===== config.mk =====
export PLATFORM = sky130hd
export DESIGN_NAME = ppp_mode0_port
export DESIGN_NICKNAME = d
export VERILOG_FILES = /design/src/rtl/ppp_pkg.sv /design/src/rtl/ppp_addr_decode.sv /design/src/rtl/ppp_ctrl_reg.sv /design/src/rtl/ppp_out_latch.sv /design/src/rtl/ppp_read_mux.sv /design/src/rtl/ppp_mode0_port.sv
export SDC_FILE = /design/constraint.sdc
export NUM_CORES = 1
export LEC_CHECK = 0
export BUFFER_PORTS_ARGS = -buffer_cell sky130_fd_sc_hd__buf_2
export CAP_MARGIN = 5
export CORE_ASPECT_RATIO = 1.5
export CORE_MARGIN = 10
export CORE_UTILIZATION = 34
export DETAILED_ROUTE_END_ITERATION = 7
export PLACE_DENSITY_LB_ADDON = 0.1
export SYNTH_ARGS = -nofsm -noshare
export SYNTH_HDL_FRONTEND = slang
export SYNTH_HIERARCHICAL = 1
export SYNTH_SLANG_ARGS = --single-unit

===== constraint.sdc =====
create_clock -name clk -period 4.1 [get_ports clk]
set_clock_uncertainty 0.1 [all_clocks]
set_input_delay 0.82 -clock clk [delete_from_list [all_inputs] [get_ports clk]]
set_output_delay 0.82 -clock clk [all_outputs]
set_load 0.02 [all_outputs]

===== src/rtl/ppp_pkg.sv =====
// Package: shared widths, target encodings and control-word field types for
// the mode-0 parallel port. Assumes an 8-bit host data bus.
package ppp_pkg;

    localparam int PORT_W  = 8;
    localparam int NIB_W   = PORT_W / 2;
    localparam int BIDX_W  = $clog2(PORT_W);

    // Target selected by the two address bits above the ignored low byte.
    typedef enum logic [1:0] {
        TGT_PA   = 2'b00,
        TGT_PB   = 2'b01,
        TGT_PC   = 2'b10,
        TGT_CTRL = 2'b11
    } ppp_tgt_e;

    // Direction of each port group: 1 = input, 0 = output.
    typedef struct packed {
        logic a_in;
        logic b_in;
        logic ch_in;
        logic cl_in;
    } ppp_dir_t;

    // Stored (but behaviourally inert) mode-select fields.
    typedef struct packed {
        logic [1:0] grp_hi_mode;
        logic       grp_lo_mode;
    } ppp_mode_t;

    // Bit positions inside a control word.
    localparam int CW_FORMAT  = 7;
    localparam int CW_DIR_A   = 4;
    localparam int CW_DIR_CH  = 3;
    localparam int CW_MODE_LO = 2;
    localparam int CW_DIR_B   = 1;
    localparam int CW_DIR_CL  = 0;
    localparam int CW_MODE_HI = 5;
    localparam int CW_BIT_LSB = 1;
    localparam int CW_BIT_VAL = 0;

endpackage


===== src/rtl/ppp_addr_decode.sv =====
// Module: ppp_addr_decode
// Produces the chip select and the target code from the full I/O address.
// Assumes the select bit must be 0, a contiguous field of high bits plus one
// extra bit must be 1, and the byte below the target field is ignored.
module ppp_addr_decode #(
    parameter int ADDR_W    = 16,
    parameter int SEL_BIT   = 11,
    parameter int HIGH_LSB  = 12,
    parameter int GUARD_BIT = 10,
    parameter int TGT_LSB   = 8
) (
    input  logic [ADDR_W-1:0] io_addr,
    output logic              chip_sel,
    output ppp_pkg::ppp_tgt_e target
);

    localparam int HIGH_W = ADDR_W - HIGH_LSB;

    logic high_ok;
    logic guard_ok;
    logic sel_ok;

    // Upper address field must be all ones.
    always_comb high_ok = &io_addr[ADDR_W-1:HIGH_LSB];

    // Guard bit must be one, select bit must be zero.
    always_comb begin
        guard_ok = io_addr[GUARD_BIT];
        sel_ok   = ~io_addr[SEL_BIT];
    end

    // Combined chip select.
    always_comb chip_sel = high_ok & guard_ok & sel_ok;

    // Target code from the two bits above the ignored byte.
    always_comb target = ppp_pkg::ppp_tgt_e'(io_addr[TGT_LSB +: 2]);

    // Width guard kept explicit so a bad parameter set shows up at elaboration.
    if (HIGH_W < 1) begin : g_bad_high
        initial $error("address high field is empty");
    end

endmodule


===== src/rtl/ppp_ctrl_reg.sv =====
// Module: ppp_ctrl_reg
// Holds port directions and mode fields. Splits a control write into a mode
// word (format bit set) or a port C bit command (format bit clear).
// Assumes wr_ctrl is already qualified by chip select and target.
module ppp_ctrl_reg #(
    parameter int DATA_W = ppp_pkg::PORT_W
) (
    input  logic                        clk,
    input  logic                        rst_n,
    input  logic                        wr_ctrl,
    input  logic [DATA_W-1:0]           wdata,
    output ppp_pkg::ppp_dir_t           dir,
    output ppp_pkg::ppp_mode_t          mode,
    output logic                        mode_wr,
    output logic                        bsr_wr,
    output logic [ppp_pkg::BIDX_W-1:0]  bsr_idx,
    output logic                        bsr_val
);

    import ppp_pkg::*;

    ppp_dir_t  dir_q;
    ppp_mode_t mode_q;
    ppp_dir_t  dir_d;
    ppp_mode_t mode_d;

    // Classify the control write by its format bit.
    always_comb begin
        mode_wr = wr_ctrl &  wdata[CW_FORMAT];
        bsr_wr  = wr_ctrl & ~wdata[CW_FORMAT];
    end

    // Extract the bit command fields; upper unused bits are dropped.
    always_comb begin
        bsr_idx = wdata[CW_BIT_LSB +: BIDX_W];
        bsr_val = wdata[CW_BIT_VAL];
    end

    // Decode direction and mode fields of a candidate mode word.
    always_comb begin
        dir_d.a_in         = wdata[CW_DIR_A];
        dir_d.b_in         = wdata[CW_DIR_B];
        dir_d.ch_in        = wdata[CW_DIR_CH];
        dir_d.cl_in        = wdata[CW_DIR_CL];
        mode_d.grp_hi_mode = wdata[CW_MODE_HI +: 2];
        mode_d.grp_lo_mode = wdata[CW_MODE_LO];
    end

    // Register directions; reset makes every group an input.
    always_ff @(posedge clk) begin
        if (!rst_n) begin
            dir_q <= '{a_in: 1'b1, b_in: 1'b1, ch_in: 1'b1, cl_in: 1'b1};
        end else if (mode_wr) begin
            dir_q <= dir_d;
        end
    end

    // Register mode fields; they are kept but drive nothing.
    always_ff @(posedge clk) begin
        if (!rst_n) begin
            mode_q <= '0;
        end else if (mode_wr) begin
            mode_q <= mode_d;
        end
    end

    // Drive outputs from state.
    always_comb begin
        dir  = dir_q;
        mode = mode_q;
    end

endmodule


===== src/rtl/ppp_out_latch.sv =====
// Module: ppp_out_latch
// One port's output latch. Priority: clear (mode word) over full write over
// single-bit command. HAS_BITCMD selects whether the bit command exists.
// Assumes the enables are already qualified by chip select and target.
module ppp_out_latch #(
    parameter int W          = ppp_pkg::PORT_W,
    parameter bit HAS_BITCMD = 1'b0,
    localparam int IDX_W     = $clog2(W)
) (
    input  logic             clk,
    input  logic             rst_n,
    input  logic             clr,
    input  logic             wr,
    input  logic [W-1:0]     wdata,
    input  logic             bit_wr,
    input  logic [IDX_W-1:0] bit_idx,
    input  logic             bit_val,
    output logic [W-1:0]     q
);

    logic [W-1:0] q_r;
    logic [W-1:0] bit_hit;
    logic [W-1:0] bit_next;

    // Per-bit decode of the single-bit command, present only if enabled.
    for (genvar i = 0; i < W; i++) begin : g_bit
        if (HAS_BITCMD) begin : g_cmd
            always_comb begin
                bit_hit[i]  = bit_wr && (bit_idx == IDX_W'(i));
                bit_next[i] = bit_hit[i] ? bit_val : q_r[i];
            end
        end else begin : g_nocmd
            always_comb begin
                bit_hit[i]  = 1'b0;
                bit_next[i] = q_r[i];
            end
        end
    end

    // Latch update with clear taking priority.
    always_ff @(posedge clk) begin
        if (!rst_n) begin
            q_r <= '0;
        end else if (clr) begin
            q_r <= '0;
        end else if (wr) begin
            q_r <= wdata;
        end else if (|bit_hit) begin
            q_r <= bit_next;
        end
    end

    // Present the latch.
    always_comb q = q_r;

endmodule


===== src/rtl/ppp_read_mux.sv =====
// Module: ppp_read_mux
// Builds host read data: per-group choice of pin or latch, zero for the
// control target and when the block is not being read.
module ppp_read_mux #(
    parameter int W = ppp_pkg::PORT_W
) (
    input  logic               rd_sel,
    input  ppp_pkg::ppp_tgt_e  target,
    input  ppp_pkg::ppp_dir_t  dir,
    input  logic [W-1:0]       pa_in,
    input  logic [W-1:0]       pa_lat,
    input  logic [W-1:0]       pb_in,
    input  logic [W-1:0]       pb_lat,
    input  logic [W-1:0]       pc_in,
    input  logic [W-1:0]       pc_lat,
    output logic [W-1:0]       rdata
);

    import ppp_pkg::*;

    localparam int H = W / 2;

    logic [W-1:0] a_mask;
    logic [W-1:0] b_mask;
    logic [W-1:0] c_mask;
    logic [W-1:0] a_view;
    logic [W-1:0] b_view;
    logic [W-1:0] c_view;

    // Input masks: a set bit takes the pin, a clear bit takes the latch.
    always_comb begin
        a_mask = {W{dir.a_in}};
        b_mask = {W{dir.b_in}};
        c_mask = {{(W-H){dir.ch_in}}, {H{dir.cl_in}}};
    end

    // Merge pin and latch per port.
    always_comb begin
        a_view = (pa_in & a_mask) | (pa_lat & ~a_mask);
        b_view = (pb_in & b_mask) | (pb_lat & ~b_mask);
        c_view = (pc_in & c_mask) | (pc_lat & ~c_mask);
    end

    // Select by target; control and idle return zero.
    always_comb begin
        rdata = '0;
        if (rd_sel) begin
            unique case (target)
                TGT_PA:   rdata = a_view;
                TGT_PB:   rdata = b_view;
                TGT_PC:   rdata = c_view;
                TGT_CTRL: rdata = '0;
                default:  rdata = '0;
            endcase
        end
    end

endmodule


===== src/rtl/ppp_mode0_port.sv =====
// Module: ppp_mode0_port (top)
// Three-port basic-mode parallel I/O block with full-address chip select,
// mode words that set group directions and clear all latches, and single-bit
// commands on port C. Writes act on the clock edge; reads are combinational.
// Assumes a single clock domain; pin inputs are already synchronised.
module ppp_mode0_port #(
    parameter int ADDR_W = 16,
    parameter int DATA_W = ppp_pkg::PORT_W
) (
    input  logic              clk,
    input  logic              rst_n,
    input  logic [ADDR_W-1:0] io_addr,
    input  logic              wr_en,
    input  logic              rd_en,
    input  logic [DATA_W-1:0] wdata,
    output logic [DATA_W-1:0] rdata,
    input  logic [DATA_W-1:0] pa_in,
    output logic [DATA_W-1:0] pa_out,
    output logic [DATA_W-1:0] pa_oe,
    input  logic [DATA_W-1:0] pb_in,
    output logic [DATA_W-1:0] pb_out,
    output logic [DATA_W-1:0] pb_oe,
    input  logic [DATA_W-1:0] pc_in,
    output logic [DATA_W-1:0] pc_out,
    output logic [DATA_W-1:0] pc_oe
);

    import ppp_pkg::*;

    localparam int HALF_W = DATA_W / 2;
    localparam int IDX_W  = $clog2(DATA_W);

    logic               chip_sel;
    ppp_tgt_e           target;
    logic               wr_sel;
    logic               rd_sel;
    logic               wr_a;
    logic               wr_b;
    logic               wr_c;
    logic               wr_ctrl;
    ppp_dir_t           dir;
    ppp_mode_t          mode;
    logic               mode_wr;
    logic               bsr_wr;
    logic [IDX_W-1:0]   bsr_idx;
    logic               bsr_val;
    logic [DATA_W-1:0]  a_lat;
    logic [DATA_W-1:0]  b_lat;
    logic [DATA_W-1:0]  c_lat;

    ppp_addr_decode #(
        .ADDR_W (ADDR_W)
    ) u_dec (
        .io_addr  (io_addr),
        .chip_sel (chip_sel),
        .target   (target)
    );

    // Qualify strobes with chip select.
    always_comb begin
        wr_sel = wr_en & chip_sel;
        rd_sel = rd_en & chip_sel;
    end

    // Per-target write enables.
    always_comb begin
        wr_a    = wr_sel && (target == TGT_PA);
        wr_b    = wr_sel && (target == TGT_PB);
        wr_c    = wr_sel && (target == TGT_PC);
        wr_ctrl = wr_sel && (target == TGT_CTRL);
    end

    ppp_ctrl_reg #(
        .DATA_W (DATA_W)
    ) u_ctrl (
        .clk     (clk),
        .rst_n   (rst_n),
        .wr_ctrl (wr_ctrl),
        .wdata   (wdata),
        .dir     (dir),
        .mode    (mode),
        .mode_wr (mode_wr),
        .bsr_wr  (bsr_wr),
        .bsr_idx (bsr_idx),
        .bsr_val (bsr_val)
    );

    ppp_out_latch #(
        .W          (DATA_W),
        .HAS_BITCMD (1'b0)
    ) u_lat_a (
        .clk     (clk),
        .rst_n   (rst_n),
        .clr     (mode_wr),
        .wr      (wr_a),
        .wdata   (wdata),
        .bit_wr  (1'b0),
        .bit_idx ('0),
        .bit_val (1'b0),
        .q       (a_lat)
    );

    ppp_out_latch #(
        .W          (DATA_W),
        .HAS_BITCMD (1'b0)
    ) u_lat_b (
        .clk     (clk),
        .rst_n   (rst_n),
        .clr     (mode_wr),
        .wr      (wr_b),
        .wdata   (wdata),
        .bit_wr  (1'b0),
        .bit_idx ('0),
        .bit_val (1'b0),
        .q       (b_lat)
    );

    ppp_out_latch #(
        .W          (DATA_W),
        .HAS_BITCMD (1'b1)
    ) u_lat_c (
        .clk     (clk),
        .rst_n   (rst_n),
        .clr     (mode_wr),
        .wr      (wr_c),
        .wdata   (wdata),
        .bit_wr  (bsr_wr),
        .bit_idx (bsr_idx),
        .bit_val (bsr_val),
        .q       (c_lat)
    );

    ppp_read_mux #(
        .W (DATA_W)
    ) u_rmux (
        .rd_sel (rd_sel),
        .target (target),
        .dir    (dir),
        .pa_in  (pa_in),
        .pa_lat (a_lat),
        .pb_in  (pb_in),
        .pb_lat (b_lat),
        .pc_in  (pc_in),
        .pc_lat (c_lat),
        .rdata  (rdata)
    );

    // Output pins always show the latches.
    always_comb begin
        pa_out = a_lat;
        pb_out = b_lat;
        pc_out = c_lat;
    end

    // Output enables follow group direction.
    always_comb begin
        pa_oe = {DATA_W{~dir.a_in}};
        pb_oe = {DATA_W{~dir.b_in}};
        pc_oe = {{(DATA_W-HALF_W){~dir.ch_in}}, {HALF_W{~dir.cl_in}}};
    end

    // Mode fields are retained state only; fold them into an unused net.
    logic mode_unused;
    always_comb mode_unused = ^{mode.grp_hi_mode, mode.grp_lo_mode};

endmodule


==> results.md <==
* Outcome: completed
* Synth warn at 6
* Net count after synthesis at 257
* Drt wl/cell at 17.3 um
* GP Congestion at 0.747
* Worst Tran Pin Value at 0.565 ns
* Root buffer cell: clkbuf_8
* VDD IR-drop max at 0.000132 V
* Row cnt at 33
* Worst-path maximum fanout at 8
* Hold Crit Class: register to register
* TritonCTS Buffers at 3
* Initial antenna violation count at 0
* Maximum clock rate at 302 MHz
* Startpoint types: primary input
* Hpwl dp at 4870 um
* Area growth from synthesis to layout at 18.9%
* Crit path required time at 3.18 ns
* Gates resized, CTS repair at 0
* Crit end category: primary output
* Fillers at 580
* Ant diodes at 0
* H-Tree Depth at 1
* Grt ovf at 0
* I/O Pins at 108
* CTS sink cnt at 28
* IO Port Bufs at 99
* Relative slew slack at 62.3%
* Slew Limit Fails at 0
* Pwr Total at 551 uW
* Maximum clock path buffer count at 2
* Final hold viol count at 0
* Vias in the first global route at 1708
* Pin count of the biggest net entering global routing at 18
* Power Dens Cells at 243 mW/mm^2
* Critical path class: primary input to primary output
* # nets final at 321
* Initial drt markers at 90
* Leakage at 0.00128 uW
* Share of cells above drive strength 1 at 42.2%
* Max-Cap Viols at 0
* Data arrival, critical path at 2.39 ns
* GR Util All Layers at 12.5%
* Final setup viols at 0
* Chip width at 81.2 um
* Core footprint at 0.00545 mm^2
* First-pass GRT wire length at 9070 um
* Mean Syn Cell Area at 9.31 um^2
* Initial Utilization at 35.0%
* # DRC at 0
* DR vias at 1615
* Height of the chip at 112 um
* Postcts setup bufs at 0
* CTS Hold Buffers Added at 0
* Clock transition at the registers of the reported paths at 0.09 ns
* RSZ-0062 raised after global routing: no
* Sum of negative setup slack at 0 ns
* Placed Area at 0.00220 mm^2
* Post-Route WL at 5860 um
* Design area at 0.00227 mm^2
* Die ar. at 0.00907 mm^2
* Vias per cell at 4.78
* Final worst path period need at 3.31 ns
* Cell area after synthesis at 0.00191 mm^2
* Final worst-path cycle share at 80.7%
* Post-Synthesis Cells at 205
* DRT Pass-1 Iters at 4
* Final ANT Viol Nets at 0
* TritonCTS clock tree: built
* Worst skew pair latency at 0.27 ns
[layout make-up]
class / instances / area, um^2 / share of cell area [%]
tap: 70 / 87.6 / 3.86
multi-input combinational: 129 / 1030 / 45.2
clock inverter: 1 / 30.0 / 1.32
inverter: 8 / 30.0 / 1.32
clock buffer: 3 / 41.3 / 1.82
sequential: 28 / 561 / 24.7
timing repair buffer: 99 / 495 / 21.8
[power by group]
part / total (uW) / internal [uW] / switching, uW
Clock: 225 / 131 / 94.0
Sequential: 273 / 272 / 0.446
Combinational: 53.5 / 23.8 / 29.7
Total: 551 / 427 / 124
[metal layers]
metal,up-vias,GRT usage (%),routed length [um]
met1,718,14.8,2500
met2,61,21.3,2910
met3,4,3.46,406
li1,832,-,-
met5,-,0,0
met4,0,2.78,44
[flip-flops by register name, indices dropped and copies added, names as in the netlist]
signal / count
u_lat_a/q: 8
u_ctrl/dir: 4
u_lat_c/q: 8
u_lat_b/q: 8
[placed cells by master (no fill, tap or decap), types with 2 or more instances in the layout]
cell,n
buf_2,99
mux2i_1,40
dfxtp_1,28
nor2_1,18
nor2b_1,9
inv_1,8
nor3_1,8
o22a_1,8
o21ai_1,8
a2111oi_0,5
and4bb_1,4
nand3_1,4
o211ai_2,4
and4b_1,3
clkbuf_8,3
nand2b_1,3
a2111oi_1,3
and4_2,2
and4b_2,2
nand3b_1,2
[critical path, stage by stage]
cell and delay (ns):
buf_2 0.09, nand4b_1 0.15, nor2_1 0.22, and2_1 0.21, or3b_1 0.50, o21ai_1 0.19, buf_2 0.19
[worst paths after layout]
path | from | to | slack (ns) | cells past startpoint
worst min-delay path | u_lat_b/q[4]$_SDFFE_PP0P_ | u_lat_b/q[4]$_SDFFE_PP0P_ | 0.43 | 2
worst max register to register | u_ctrl/dir[2]$_SDFFE_PN1P_ | u_ctrl/dir[2]$_SDFFE_PN1P_ | 2.97 | 2
worst min register to register | u_lat_b/q[4]$_SDFFE_PP0P_ | u_lat_b/q[4]$_SDFFE_PP0P_ | 0.43 | 2
worst max-delay path | io_addr[11] | rdata[2] | 0.79 | 7
[per-stage QoR]
step | std cells | setup WS [ns] | hold slack (ns) | utilization [%]
after detailed placement | 334 | 0.779 | 0.413 | 40.4
after CTS | 338 | 0.779 | 0.443 | 41.7
final | 338 | 0.793 | 0.431 | 41.7
after floorplan | 205 | 1.06 | 0.380 | -
after global routing | 338 | 0.610 | 0.458 | 41.7
after global placement | 334 | 0.809 | 0.396 | 40.4
Power figures use the tool's default switching activity.
